## config.mk

```make
export PLATFORM = sky130hd
export DESIGN_NAME = i2c_byte_master
export DESIGN_NICKNAME = d
export VERILOG_FILES = /design/src/rtl/i2c_byte_master.sv
export SDC_FILE = /design/constraint.sdc
export NUM_CORES = 1
export LEC_CHECK = 0
export BUFFER_PORTS_ARGS = -buffer_cell sky130_fd_sc_hd__buf_2
export CAP_MARGIN = 20
export CORE_MARGIN = 2
export CORE_UTILIZATION = 40
export DETAILED_ROUTE_END_ITERATION = 8
export GPL_ROUTABILITY_DRIVEN = 0
export PLACE_DENSITY = 0.69
export SLEW_MARGIN = 20
export SYNTH_ARGS = -nofsm -noshare
export SYNTH_HDL_FRONTEND = slang
export SYNTH_SLANG_ARGS = --single-unit
```

## constraint.sdc

```tcl
create_clock -name clk -period 4 [get_ports clk]
set_input_delay 0.4 -clock clk [delete_from_list [all_inputs] [get_ports clk]]
set_output_delay 0.4 -clock clk [all_outputs]
set_load 0.01 [all_outputs]
```

## src/rtl/i2c_byte_master.sv

```systemverilog
module i2c_byte_master #(
  parameter int DIV_W = 8
) (
  input  logic       clk,
  input  logic       rst_n,
  input  logic       wr_en,
  input  logic       rd_en,
  input  logic [1:0] addr,
  input  logic [7:0] wdata,
  output logic [7:0] rdata,
  output logic       irq,
  input  logic       scl_i,
  output logic       scl_oe,
  input  logic       sda_i,
  output logic       sda_oe
);
  localparam logic [1:0] A_CTL = 2'd0, A_STAT = 2'd1, A_DATA = 2'd2, A_DIV = 2'd3;
  localparam logic [5:0] Q_BYTE_LAST = 6'd35;

  typedef enum logic [1:0] {S_IDLE, S_HOLD, S_SEQ} st_t;
  typedef enum logic [1:0] {OP_START, OP_RSTART, OP_STOP, OP_BYTE} op_t;
  typedef enum logic [1:0] {P_NONE, P_START, P_STOP, P_RSTART} pend_t;

  logic en, ie, mst, txm, txnack;
  logic [DIV_W-1:0] div_q, cnt;
  logic [7:0] dreg, shreg;
  logic [5:0] q, q_last;
  st_t   st;
  op_t   op;
  pend_t pend;
  logic go, flag, arbl, rxnack, busy, bytetx, ackbit, smp;
  logic scl_s, sda_s, sda_p;
  logic scl_rel, sda_rel;

  wire [3:0] bitn    = q[5:2];
  wire [1:0] ph      = q[1:0];
  wire       in_byte = (st == S_SEQ) && (op == OP_BYTE);
  wire       tick    = (st == S_SEQ) && (cnt == div_q);
  wire       ctl_wr  = wr_en && addr == A_CTL;
  wire       arb_hit = tick && in_byte && ph == 2'd2 && bitn < 4'd8 && bytetx && shreg[7] && !sda_i;

  always_comb
    case (op)
      OP_START, OP_STOP: q_last = 6'd2;
      OP_RSTART:         q_last = 6'd3;
      default:           q_last = Q_BYTE_LAST;
    endcase

  always_comb begin
    scl_rel = 1'b1;
    sda_rel = 1'b1;
    if (st == S_HOLD) begin
      scl_rel = 1'b0;
      sda_rel = 1'b0;
    end else if (st == S_SEQ) begin
      case (op)
        OP_START:  begin scl_rel = q != 6'd2;              sda_rel = q == 6'd0; end
        OP_RSTART: begin scl_rel = q == 6'd1 || q == 6'd2; sda_rel = q < 6'd2;  end
        OP_STOP:   begin scl_rel = q != 6'd0;              sda_rel = q == 6'd2; end
        default: begin
          scl_rel = ph == 2'd1 || ph == 2'd2;
          sda_rel = (bitn == 4'd8) ? (bytetx || ackbit) : shreg[7];
        end
      endcase
    end
  end

  assign scl_oe = !scl_rel;
  assign sda_oe = !sda_rel;
  assign irq    = ie && flag;

  always_comb
    case (addr)
      A_CTL:   rdata = {3'b0, txnack, txm, mst, ie, en};
      A_STAT:  rdata = {3'b0, rxnack, arbl, busy, flag, !in_byte};
      A_DATA:  rdata = dreg;
      default: rdata = 8'(div_q);
    endcase

  always_ff @(posedge clk or negedge rst_n)
    if (!rst_n) begin
      scl_s <= 1'b1; sda_s <= 1'b1; sda_p <= 1'b1; busy <= 1'b0;
    end else begin
      scl_s <= scl_i;
      sda_s <= sda_i;
      sda_p <= sda_s;
      if (scl_s && sda_p && !sda_s)      busy <= 1'b1;
      else if (scl_s && !sda_p && sda_s) busy <= 1'b0;
    end

  always_ff @(posedge clk or negedge rst_n)
    if (!rst_n) begin
      {en, ie, mst, txm, txnack} <= '0;
      div_q <= '0; cnt <= '0; q <= '0;
      dreg <= '0; shreg <= '0;
      st <= S_IDLE; op <= OP_START; pend <= P_NONE;
      {go, flag, arbl, rxnack, bytetx, ackbit, smp} <= '0;
    end else begin
      case (st)
        S_IDLE:
          if (en && pend == P_START && !busy) begin
            st <= S_SEQ; op <= OP_START; q <= '0; cnt <= '0; pend <= P_NONE;
          end
        S_HOLD:
          if (pend == P_STOP || pend == P_RSTART) begin
            st <= S_SEQ; op <= (pend == P_STOP) ? OP_STOP : OP_RSTART;
            q <= '0; cnt <= '0; pend <= P_NONE;
          end else if (go) begin
            st <= S_SEQ; op <= OP_BYTE; q <= '0; cnt <= '0; go <= 1'b0;
            shreg <= txm ? dreg : 8'hFF;
            bytetx <= txm;
            ackbit <= txnack;
          end
        default:
          if (tick) begin
            cnt <= '0;
            if (op == OP_BYTE && ph == 2'd2 && bitn < 4'd8) smp <= sda_i;
            if (op == OP_BYTE && ph == 2'd2 && bitn == 4'd8 && bytetx) rxnack <= sda_i;
            if (op == OP_BYTE && ph == 2'd3 && bitn < 4'd8) shreg <= {shreg[6:0], smp};
            if (arb_hit) begin
              st <= S_IDLE; arbl <= 1'b1; flag <= 1'b1; mst <= 1'b0;
              pend <= P_NONE; go <= 1'b0;
            end else if (q == q_last) begin
              st <= (op == OP_STOP) ? S_IDLE : S_HOLD;
              if (op == OP_BYTE) begin
                flag <= 1'b1;
                dreg <= shreg;
              end
            end else begin
              q <= q + 6'd1;
            end
          end else begin
            cnt <= cnt + 1'b1;
          end
      endcase

      if (wr_en && addr == A_DIV) div_q <= DIV_W'(wdata);
      if (wr_en && addr == A_STAT) begin
        flag <= flag && wdata[1];
        arbl <= arbl && wdata[3];
      end
      if (wr_en && addr == A_DATA) begin
        dreg <= wdata;
        if (en && txm) go <= 1'b1;
      end
      if (rd_en && addr == A_DATA && en && mst && !txm) go <= 1'b1;

      if (ctl_wr) begin
        if (!wdata[0]) begin
          {en, ie, mst, txm, txnack} <= '0;
          st <= S_IDLE; pend <= P_NONE; go <= 1'b0;
        end else begin
          en <= 1'b1; ie <= wdata[1]; mst <= wdata[2]; txm <= wdata[3]; txnack <= wdata[4];
          if (wdata[2] && !mst && st == S_IDLE)  pend <= P_START;
          else if (!wdata[2] && mst)             pend <= (st == S_IDLE) ? P_NONE : P_STOP;
          else if (wdata[2] && mst && wdata[5])  pend <= P_RSTART;
        end
      end
    end
endmodule

```

Word-level counts from Yosys, hierarchy flattened:

Index checks and enable logic that the tools add are counted.

* register bits: 60
* latch bits: 0
* bits in writable memories: 0
* bits in read-only memories: 0
* bits of input ports: 16
* output and inout port bits: 11
* logic and storage cells: 233
* memories kept: 0

* add/subtract/negate cells: 2
* multipliers: 0
* div/mod/pow operators: 0
* magnitude comparators: 2
* eq/ne operators: 30
* shift operators: 0
* mux-type cells: 89
* bitwise logic cells: 3
* reductions and logical operators: 83

Operators with widths (number)
* $mux 8: 15
* $mux 2: 22
* $logic_and 1x1->1: 37
* $mux 6: 6
* $mux 1: 35
* $pmux 8 s2: 2
* $pmux 6 s2: 2
* $pmux 8 s3: 1
* $reduce_bool 2->1: 11
* $eq 2x2->1 const B: 9
* $reduce_and 3->1: 6
* $reduce_and 5->1: 3
* $pmux 2 s2: 3
* $eq 2x1->1 const B: 5
* $logic_not 1->1: 10
* $reduce_bool 3->1: 3
* $add 8x1->8 const B: 1
* $eq 8x8->1: 1
* $ne 2x1->1 const B: 4
* $add 6x1->6 const B: 1
* $eq 6x1->1 const B: 1
* $eq 6x2->1 const B: 1
* $eq 6x6->1: 1
* $logic_not 2->1: 3
* 16 further kinds: 26

Depth between registers and ports, before layout:

Gate-level depths: netlist (run 1).

* depth in word-level cells: 16
* mapped depth: 8
* depth with buffers taken out: 8

Worst setup path after synthesis (run 1):

OpenSTA, ideal clock, no wires.

* path type: register to register
* start point: reg cnt[6]
* end point: reg shreg[0]
* setup time: 0.125 ns
* arrival time: 1.908 ns
* required time: 3.875 ns
* path slack: 1.967 ns
* cell stages (with the launch flop): 7
* path buffers: 0
* clock period less this slack: 2.033 ns
* path through: dfrtp_1 > xnor2_1 > nand3_1 > nor4_4 > nand4b_2 > a21oi_4 > mux2_4

* word-level cells in the longest chain between the ends: 4

Ends and longest elaborated chain
* start, declared: RTL line 25 `logic [DIV_W-1:0] div_q, cnt;`
* start signal, assigned: RTL line 133 `cnt <= cnt + 1'b1;`
* $eq 8x8->1: RTL line 38 `wire tick = (st == S_SEQ) && (cnt == div_q);`
* $logic_and 1x1->1: RTL line 38
* $reduce_bool 2->1 (no source line)
* $reduce_and 5->1 (no source line)
* end signal, assigned: RTL line 110 `shreg <= txm ? dreg : 8'hFF;`
* end signal, assigned: RTL line 119 `if (op == OP_BYTE && ph == 2'd3 && bitn < 4'd8) shreg <= {shreg[6:0], smp};`
* end, declared: RTL line 26 `logic [7:0] dreg, shreg;`

No other way between the ends.
A chain may end at the register's enable or synchronous reset.

Worst setup path in the final report (run 1):

* start point: reg q[2]
* end point: out scl_oe

* word-level cells in the longest chain between the ends: 6
* elaborated cells on any way between the ends: 9
* those cells by class: eq/ne: 3; mux: 3; reduce/logical: 3

Ends and longest elaborated chain
* start, declared: RTL line 27 `logic [5:0] q, q_last;`
* start signal, assigned: RTL line 130 `q <= q + 6'd1;`
* $eq 6x1->1 / $eq 6x2->1 (equally long branches): RTL line 58 `OP_RSTART: begin scl_rel = q == 6'd1 || q == 6'd2; sda_rel = q < 6'd2; end`
* $logic_or 1x1->1: RTL line 58
* $pmux 1 s3 *: RTL line 56 `case (op)`
* $mux 1 *: RTL line 55 `end else if (st == S_SEQ) begin`
* $mux 1 *: RTL line 52 `if (st == S_HOLD) begin`
* $logic_not 1->1 *: RTL line 68 `assign scl_oe = !scl_rel;`
* end, declared: RTL line 13 `output logic scl_oe,`

Every way passes the cells marked *; elsewhere a longest branch is shown, timed or not.

==> impl_metrics.yaml, run 1 <==
floorplanning:
  coreArea_um2: 8300
  die_x_um: 96.8
  start_util: 0.415
  die_h_um: 96.8
  fp.dieArea_um2: 9360
  ioPinCount: 27
  rows: 33
clocking:
  post_cts_resized: 0
  clkTransAtPathRegs_ps: 70
  cts_made_buffers: 9
  cts_setup_buffers: 0
  cts.sinks: 60
  htreeDepth: 3
  clock_latency_ps: 340
  cts_buffer_depth: 2
  cts_root_buf: "clkbuf_8"
  cts_tree: "built"
  hold_buffers: 0
pwr:
  irDropWorstVdd_v: 0.000206
  power_leakage_uw: 0.00175
  power.density_nw_per_um2: 477
drt:
  first_pass_iters: 4
  drc: 0
  drtIter0Drc: 205
  wl_um: 8230
  num_vias: 2744
  viasPerCell: 5.54
  routedWlPerCell_um: 16.6
  ant_nets: 0
setup_path:
  r2r-start: "st[1]$_DFF_PN0_"
  cpMaxStageDelayCell: "nor4_1"
  worstPathRequired_ps: 3600
  cp_cell_sequence: "nor4_1, o21ai_0, a211oi_1, a21oi_1, a21o_1, buf_2"
  worst_path_largest_cell_delay_ps: 650
  endpoint_kind: "primary output"
  startpoint_type: "flip-flop"
  startpoint: "q[2]$_DFFE_PN0P_"
  cp_max_fo: 7
  cp_num_buf_inv: 1
  worstPathArrival_ps: 2340
  cp_top_family: "compound AO/OA/AOI/OAI gates"
  critical_path_class: "reg2out"
sta:
  tightest_slew_ps: 945
  period_share: 0.684
  hold_slack_ps: -2.44
  maxSlewHeadroom: 0.364
  rsz0062_at_grt: "false"
  hold_viol: 11
  max_freq_mhz: 365
  fin_tns_setup_ps: 0
  fin_skew_ps: 7.46
  slew_violations: 0
  setup_viol: 0
  fin_crit_ps: 2740
outcome:
  failed_checks: "hold timing"
  status: "finished, violations left"
finish:
  fin_cells: 495
  mostFrequentLayoutCell: "dfrtp_1"
  layout_common_cells: "dfrtp_1, nand2_1, nor2_1"
  drive_gt1_frac: 0.213
  n_antenna_cell: 0
  nFillCells: 784
  layout.nets: 406
  syn_to_final_growth_pct: 12.3
synthesis:
  avgSynthCellArea_um2: 9.56
  synth_edf_count: 0
  syn_nets: 381
  netlist_instances: 360
  ys_ff_latch: 60
  synth.distinct_cells: 49
  ys.flop_type: "dfrtp_1"
  ys.warnings.count: 0
  netlist_area_um2: 3440
  yosysSeqAreaShare: 0.437
  async_reset_ff_frac: 1.00
global_routing:
  grt_max_degree: 42
  antenna_found_initial: 0
  overflow: 0
  grt_use_total: 0.187
  grt_pass1_wl_um: 14200
  grt_pass1_vias: 2801
placed_design:
  dp_cells: 479
  io_buffers: 26
  hpwlAfterDp_um: 6010
worst_hold_path:
  hp-class: "in2async"
flow_run:
  drv_cap: 0
## routing by layer
metal | part of all wire | track usage
met1 | 0.49 | 0.272
met2 | 0.45 | 0.281
met3 | 0.044 | 0.0455
met4 | 0.014 | 0.0488
met5 | 0 | 0
## registers in the layout, summed over array words and instances, names as in the netlist, 2 cells and up
| signal | flops |
|---|---|
| pend | 2 |
| shreg | 8 |
| dreg | 8 |
| op | 2 |
| st | 2 |
| cnt | 8 |
| q | 6 |
| div_q | 8 |
## worst reg2reg max path: cells and delay by family (launching register included)
family / cells / cell delay, ps
and+or+nand+nor: 4 / 1050
DFF: 1 / 660
AOI/OAI and AO/OA: 1 / 380
muxes: 1 / 350
## cell usage after synthesis (6+ instances only)
cell type | number | area share
dfrtp_1 | 57 | 0.41
mux2_2 | 12 | 0.039
nand3_1 | 19 | 0.028
mux2i_1 | 11 | 0.032
a21oi_1 | 31 | 0.045
inv_1 | 15 | 0.016
nor2_1 | 33 | 0.036
nor3_1 | 6 | 0.0087
o21ai_0 | 28 | 0.041
nand2_1 | 38 | 0.041
a31oi_1 | 10 | 0.018
nor2b_1 | 6 | 0.011
mux2_4 | 8 | 0.035
clkbuf_1 | 9 | 0.0098
xnor2_1 | 9 | 0.023
## cell type report
class / count / area, um2 / share of cell area
well taps: 105 / 131 / 0.0340
multi-input cells: 271 / 1820 / 0.472
clock buffers: 11 / 141 / 0.0366
flip-flops and latches: 60 / 1510 / 0.389
repair buffers: 28 / 145 / 0.0376
clock inverters: 5 / 61.3 / 0.0159
inverters: 15 / 56.3 / 0.0146
## metrics by stage
| step | util | total power, uW | instance area [um2] | setup WS [ps] | hold slack, ps |
|---|---|---|---|---|---|
| after global placement | 0.441 | 1280 | 3660 | 1550 | 364 |
| final | 0.466 | 1840 | 3860 | 1260 | -2.44 |
| after CTS | 0.466 | 1850 | 3860 | 1290 | 8.80 |
| after global routing | 0.466 | 1960 | 3860 | 1100 | 23.7 |
| after detailed placement | 0.441 | 1290 | 3660 | 1470 | 369 |
| after floorplan | - | 1140 | 3440 | 1970 | 104 |
## final timing paths
kind | endpoint | slack [ps] | cells after the start
max in group asynchronous | sda_s$_DFF_PN1_ | 3130 | 2
worst min-delay path | q[2]$_DFFE_PN0P_ | -2 | 1
worst min register to register | sda_p$_DFF_PN1_ | 380 | 0
worst max register to register | shreg[2]$_DFFE_PN0P_ | 1460 | 6
worst max-delay path | scl_oe | 1260 | 6
min in group clk | scl_s$_DFF_PN1_ | 160 | 1
## report_power, final
part	internal [uW]	leakage [uW]	switching [uW]	total [uW]
sequential	694	0.000770	140	835
clock	305	0.0000918	248	554
combinational	203	0.000886	252	455
total	1200	0.00175	640	1840
## kinds of logic (layout without fill, tap and decap cells)
logic type | after synthesis | in the layout | share of synthesized area
compound gates | 84 | 84 | 0.142
simple gates | 135 | 135 | 0.202
buf+inv | 29 | 59 | 0.0327
flops | 60 | 60 | 0.437
xor+xnor | 11 | 11 | 0.0280
mux | 36 | 36 | 0.139
fa+ha+maj | 5 | 5 | 0.0182
Power figures use the tool's default switching activity.
==> run 2, diff against run 1 <==
clock period = 2.6 ns   (was 4 ns; I/O delays follow)
==> impl_metrics.yaml, run 2 (synthesized netlist as in run 1, its figures left out) <==
sta:
  tightest_slew_ps: 689
  fin_skew_ps: 15.2
  setup_viol: 0
  period_share: 0.880
  slew_violations: 0
  hold_viol: 0
  rsz0062_at_grt: "false"
  max_freq_mhz: 437
  fin_crit_ps: 2290
  fin_tns_setup_ps: 0
  maxSlewHeadroom: 0.541
drt:
  wl_um: 8520
  num_vias: 2781
  drtIter0Drc: 146
  drc: 0
  ant_nets: 0
  routedWlPerCell_um: 16.9
  viasPerCell: 5.53
  first_pass_iters: 6
clocking:
  cts_tree: "built"
  cts_made_buffers: 9
  cts_root_buf: "clkbuf_8"
  clock_latency_ps: 350
  clkTransAtPathRegs_ps: 70
  cts.sinks: 60
  cts_buffer_depth: 2
  post_cts_resized: 0
  htreeDepth: 3
setup_path:
  cpMaxStageDelayCell: "dfrtp_1"
  cp_top_family: "simple AND/OR/NAND/NOR gates"
  cp_max_fo: 8
  worstPathArrival_ps: 2510
  timing.rr.end: "shreg[1]$_DFFE_PN0P_"
  crit_cells: 6
  cp_num_buf_inv: 0
  critical_path_class: "reg2reg"
  worst_path_largest_cell_delay_ps: 440
  reg2reg_depth: 6
  startpoint_type: "flip-flop"
  worstPathRequired_ps: 2830
  ff2ff_setup_slack_ps: 310
  endpoint_kind: "flip-flop"
  r2r-start: "cnt[4]$_DFFE_PN0P_"
  cp_cell_sequence: "xnor2_1, nand4_1, nor4_4, nand4b_2, a21oi_4, mux2_4"
finish:
  syn_to_final_growth_pct: 14.7
  mostFrequentLayoutCell: "dfrtp_1"
  final_util: 0.476
  fin_cells: 503
  drive_gt1_frac: 0.229
  layout.nets: 414
  n_antenna_cell: 0
  layout_common_cells: "dfrtp_1, nand2_1, nor2_1"
placed_design:
  hpwlAfterDp_um: 6200
  io_buffers: 26
  dp_cells: 486
floorplanning:
  rows: 33
  start_util: 0.415
  fp.dieArea_um2: 9360
  die_h_um: 96.8
  ioPinCount: 27
  die_x_um: 96.8
  coreArea_um2: 8300
global_routing:
  overflow: 0
  grt_pass1_wl_um: 14600
  grt_use_total: 0.195
  antenna_found_initial: 0
  grt_max_degree: 29
  grt_pass1_vias: 2851
worst_hold_path:
  hp-class: "in2reg"
  holdPathStages: 1
  hold_path_end: "scl_s$_DFF_PN1_"
  min_from: "scl_i"
pwr:
  total_power_uw: 2960
  irDropWorstVdd_v: 0.000295
  power.density_nw_per_um2: 750
  power_leakage_uw: 0.00180
flow_run:
  drv_cap: 0
outcome:
  status: "finished, final reports clean"
==> run 2: cell count changes in the layout (fill, tap and decap cells not counted), sizes merged <==
| cell | change |
|---|---|
| clkinv | +2 |
| inv | +1 |
| buf | +7 |
| dlygate4sd3 | +1 |
| clkbuf | -2 |
| clkinvlp | -2 |
| bufinv | +1 |
==> run 2: power breakdown <==
group	switching (uW)	internal [uW]	leakage [uW]
Clock	398	544	0.000110
Sequential	197	1070	0.000770
Combinational	411	343	0.000924
Total	1010	1960	0.00180
==> run 2: metal layers <==
layer | vias up | share of wire | wire, um | track usage
li1 | 1344 | - | - | -
met1 | 1332 | 0.47 | 4000 | 0.283
met2 | 97 | 0.46 | 3910 | 0.288
met3 | 8 | 0.061 | 520 | 0.0405
met4 | 0 | 0.012 | 101 | 0.0726
met5 | - | 0 | 0 | 0
==> run 2: worst max-delay path by stage <==
stage / startpoint / endpoint / slack (ps)
after floorplan: cnt[6]$_DFFE_PN0P_ / shreg[0]$_DFFE_PN0P_ / 570
after global placement: cnt[5]$_DFFE_PN0P_ / shreg[3]$_DFFE_PN0P_ / 410
after detailed placement: cnt[4]$_DFFE_PN0P_ / shreg[1]$_DFFE_PN0P_ / 370
after CTS: cnt[5]$_DFFE_PN0P_ / shreg[1]$_DFFE_PN0P_ / 310
after global routing: op[0]$_DFFE_PN0P_ / q[3]$_DFFE_PN0P_ / 30
final: cnt[4]$_DFFE_PN0P_ / shreg[1]$_DFFE_PN0P_ / 310
==> run 2: area by class of cell <==
| cell class | count | area, um2 |
|---|---|---|
| timing repair buffer | 36 | 208 |
| clock inverter | 7 | 98.8 |
| sequential | 60 | 1510 |
| tap | 105 | 131 |
| fill | 771 | 4350 |
| inverter | 15 | 56.3 |
| multi-input combinational | 271 | 1820 |
| clock buffer | 9 | 124 |
==> run 2: metrics by stage <==
stage | hold slack (ps) | setup slack (ps) | area (um2)
3_3_place_gp | 339 | 415 | 3710
6_report | 22.9 | 313 | 3950
3_5_place_dp | 339 | 374 | 3710
5_1_grt | 15.0 | 33.0 | 3950
2_1_floorplan | -35.6 | 567 | 3440
4_1_cts | 8.95 | 310 | 3950
==> run 2: what timing repair did <==
item,CTS,global route
hold buffers,1,0
buffers inserted,0,0
hold endpoints to repair,26,0
==> run 3, diff against run 2 <==
CELL_PAD_IN_SITES_DETAIL_PLACEMENT = 2   (was default)
CELL_PAD_IN_SITES_GLOBAL_PLACEMENT = 2   (was default)
CORE_UTILIZATION = 38   (was 40)
PLACE_DENSITY = 0.91   (was 0.69)
==> impl_metrics.yaml, run 3 (synthesized netlist as in run 1, its figures left out) <==
outcome:
  status: "finished, final reports clean"
sta:
  period_share: 0.918
  fin_tns_setup_ps: 0
  slew_violations: 0
  fin_skew_ps: 14.6
  tightest_slew_ps: 793
  setup_viol: 0
  fin_crit_ps: 2390
  hold_viol: 0
  rsz0062_at_grt: "false"
  maxSlewHeadroom: 0.471
  max_freq_mhz: 419
global_routing:
  grt_use_total: 0.270
  grt_pass1_vias: 3470
  grt_max_degree: 61
  antenna_found_initial: 0
  overflow: 0
  grt_pass1_wl_um: 20000
flow_run:
  drv_cap: 0
finish:
  syn_to_final_growth_pct: 15.7
  mostFrequentLayoutCell: "dfrtp_1"
  regArea_um2: 1510
  layout_common_cells: "dfrtp_1, nand2_1, nor2_1"
  nFillCells: 975
  layout.nets: 416
  multi_input_area_um2: 1840
  drive_gt1_frac: 0.238
  n_antenna_cell: 0
setup_path:
  critical_path_class: "reg2reg"
  worstPathRequired_ps: 2840
  startpoint_type: "flip-flop"
  cp_max_fo: 8
  worstPathArrival_ps: 2630
  endpoint_kind: "flip-flop"
clocking:
  clkTransAtPathRegs_ps: 70
  clock_latency_ps: 360
  cts.sinks: 60
  cts_buffer_depth: 2
  cts_tree: "built"
  hold_buffers: 0
  htreeDepth: 3
  cts_made_buffers: 9
  cts_root_buf: "clkbuf_8"
pwr:
  irDropWorstVdd_v: 0.000338
  total_power_uw: 3120
  power_leakage_uw: 0.00182
  power.density_nw_per_um2: 783
drt:
  viasPerCell: 6.04
  wl_um: 12600
  routedWlPerCell_um: 24.8
  num_vias: 3066
  ant_nets: 0
  first_pass_iters: 4
  drtIter0Drc: 98
  drc: 0
floorplanning:
  coreArea_um2: 8760
  die_x_um: 99.2
  fp.dieArea_um2: 9840
  die_h_um: 99.2
  ioPinCount: 27
  rows: 34
  start_util: 0.393
worst_hold_path:
  hp-class: "in2reg"
placed_design:
  io_buffers: 26
  hpwlAfterDp_um: 8720
-- run 3: critical path, stage by stage, from the launching register on --
cell and delay, ps:
dfrtp_1 440, xnor2_1 270, nand4_1 330, nor4_4 390, nand4b_2 180, a21oi_4 180, buf_12 160, mux2_4 310
-- run 3: power breakdown --
group | internal [uW] | switching (uW) | total, uW
Combinational | 354 | 526 | 880
Clock | 540 | 430 | 970
Sequential | 1070 | 200 | 1270
Total | 1960 | 1160 | 3120
-- run 3: cell type report --
type | count | share of cell area
clock buffers | 10 | 0.0320
well taps | 108 | 0.0339
repair buffers | 38 | 0.0584
inverters | 15 | 0.0141
flip-flops and latches | 60 | 0.378
multi-input cells | 271 | 0.461
clock inverters | 6 | 0.0223
-- run 3: what timing repair did --
action                     4_1_cts  5_1_grt
setup endpoints to repair        0       10
setup buffers                    0        1
resized for setup                0        3
-- run 3: routing by layer --
| layer | part of all wire | GRT usage | vias to the layer above |
|---|---|---|---|
| met5 | 0 | 0 | - |
| met4 | 0.040 | 0.123 | 0 |
| met3 | 0.045 | 0.0548 | 44 |
| met2 | 0.51 | 0.462 | 99 |
| met1 | 0.40 | 0.328 | 1578 |
| li1 | - | - | 1345 |
-- run 3: worst paths after layout --
check                                   start                    to  slack [ps]  depth (start not counted)
setup / recovery           cnt[5]$_DFFE_PN0P_  shreg[1]$_DFFE_PN0P_         210                          7
hold / removal                          scl_i       scl_s$_DFF_PN1_           8                          1
setup reg to reg           cnt[5]$_DFFE_PN0P_  shreg[1]$_DFFE_PN0P_         210                          7
hold reg to reg               sda_s$_DFF_PN1_       sda_p$_DFF_PN1_         390                          0
max in group asynchronous               rst_n     pend[0]$_DFF_PN0_        2010                          2
min in group asynchronous               rst_n     op[0]$_DFFE_PN0P_          50                          2
-- run 3: metrics by stage --
stage / hold slack (ps) / util / worst slack, ps / std cells / instance area, um2
finish: 7.61 / 0.455 / 213 / 508 / 3980
global placement: 370 / 0.426 / 411 / 491 / 3730
global route: 0.119 / 0.455 / 19.4 / 508 / 3980
floorplan: -35.6 / - / 567 / 360 / 3440
detailed placement: 370 / 0.426 / 150 / 491 / 3730
CTS: 1.66 / 0.451 / 93.8 / 507 / 3950
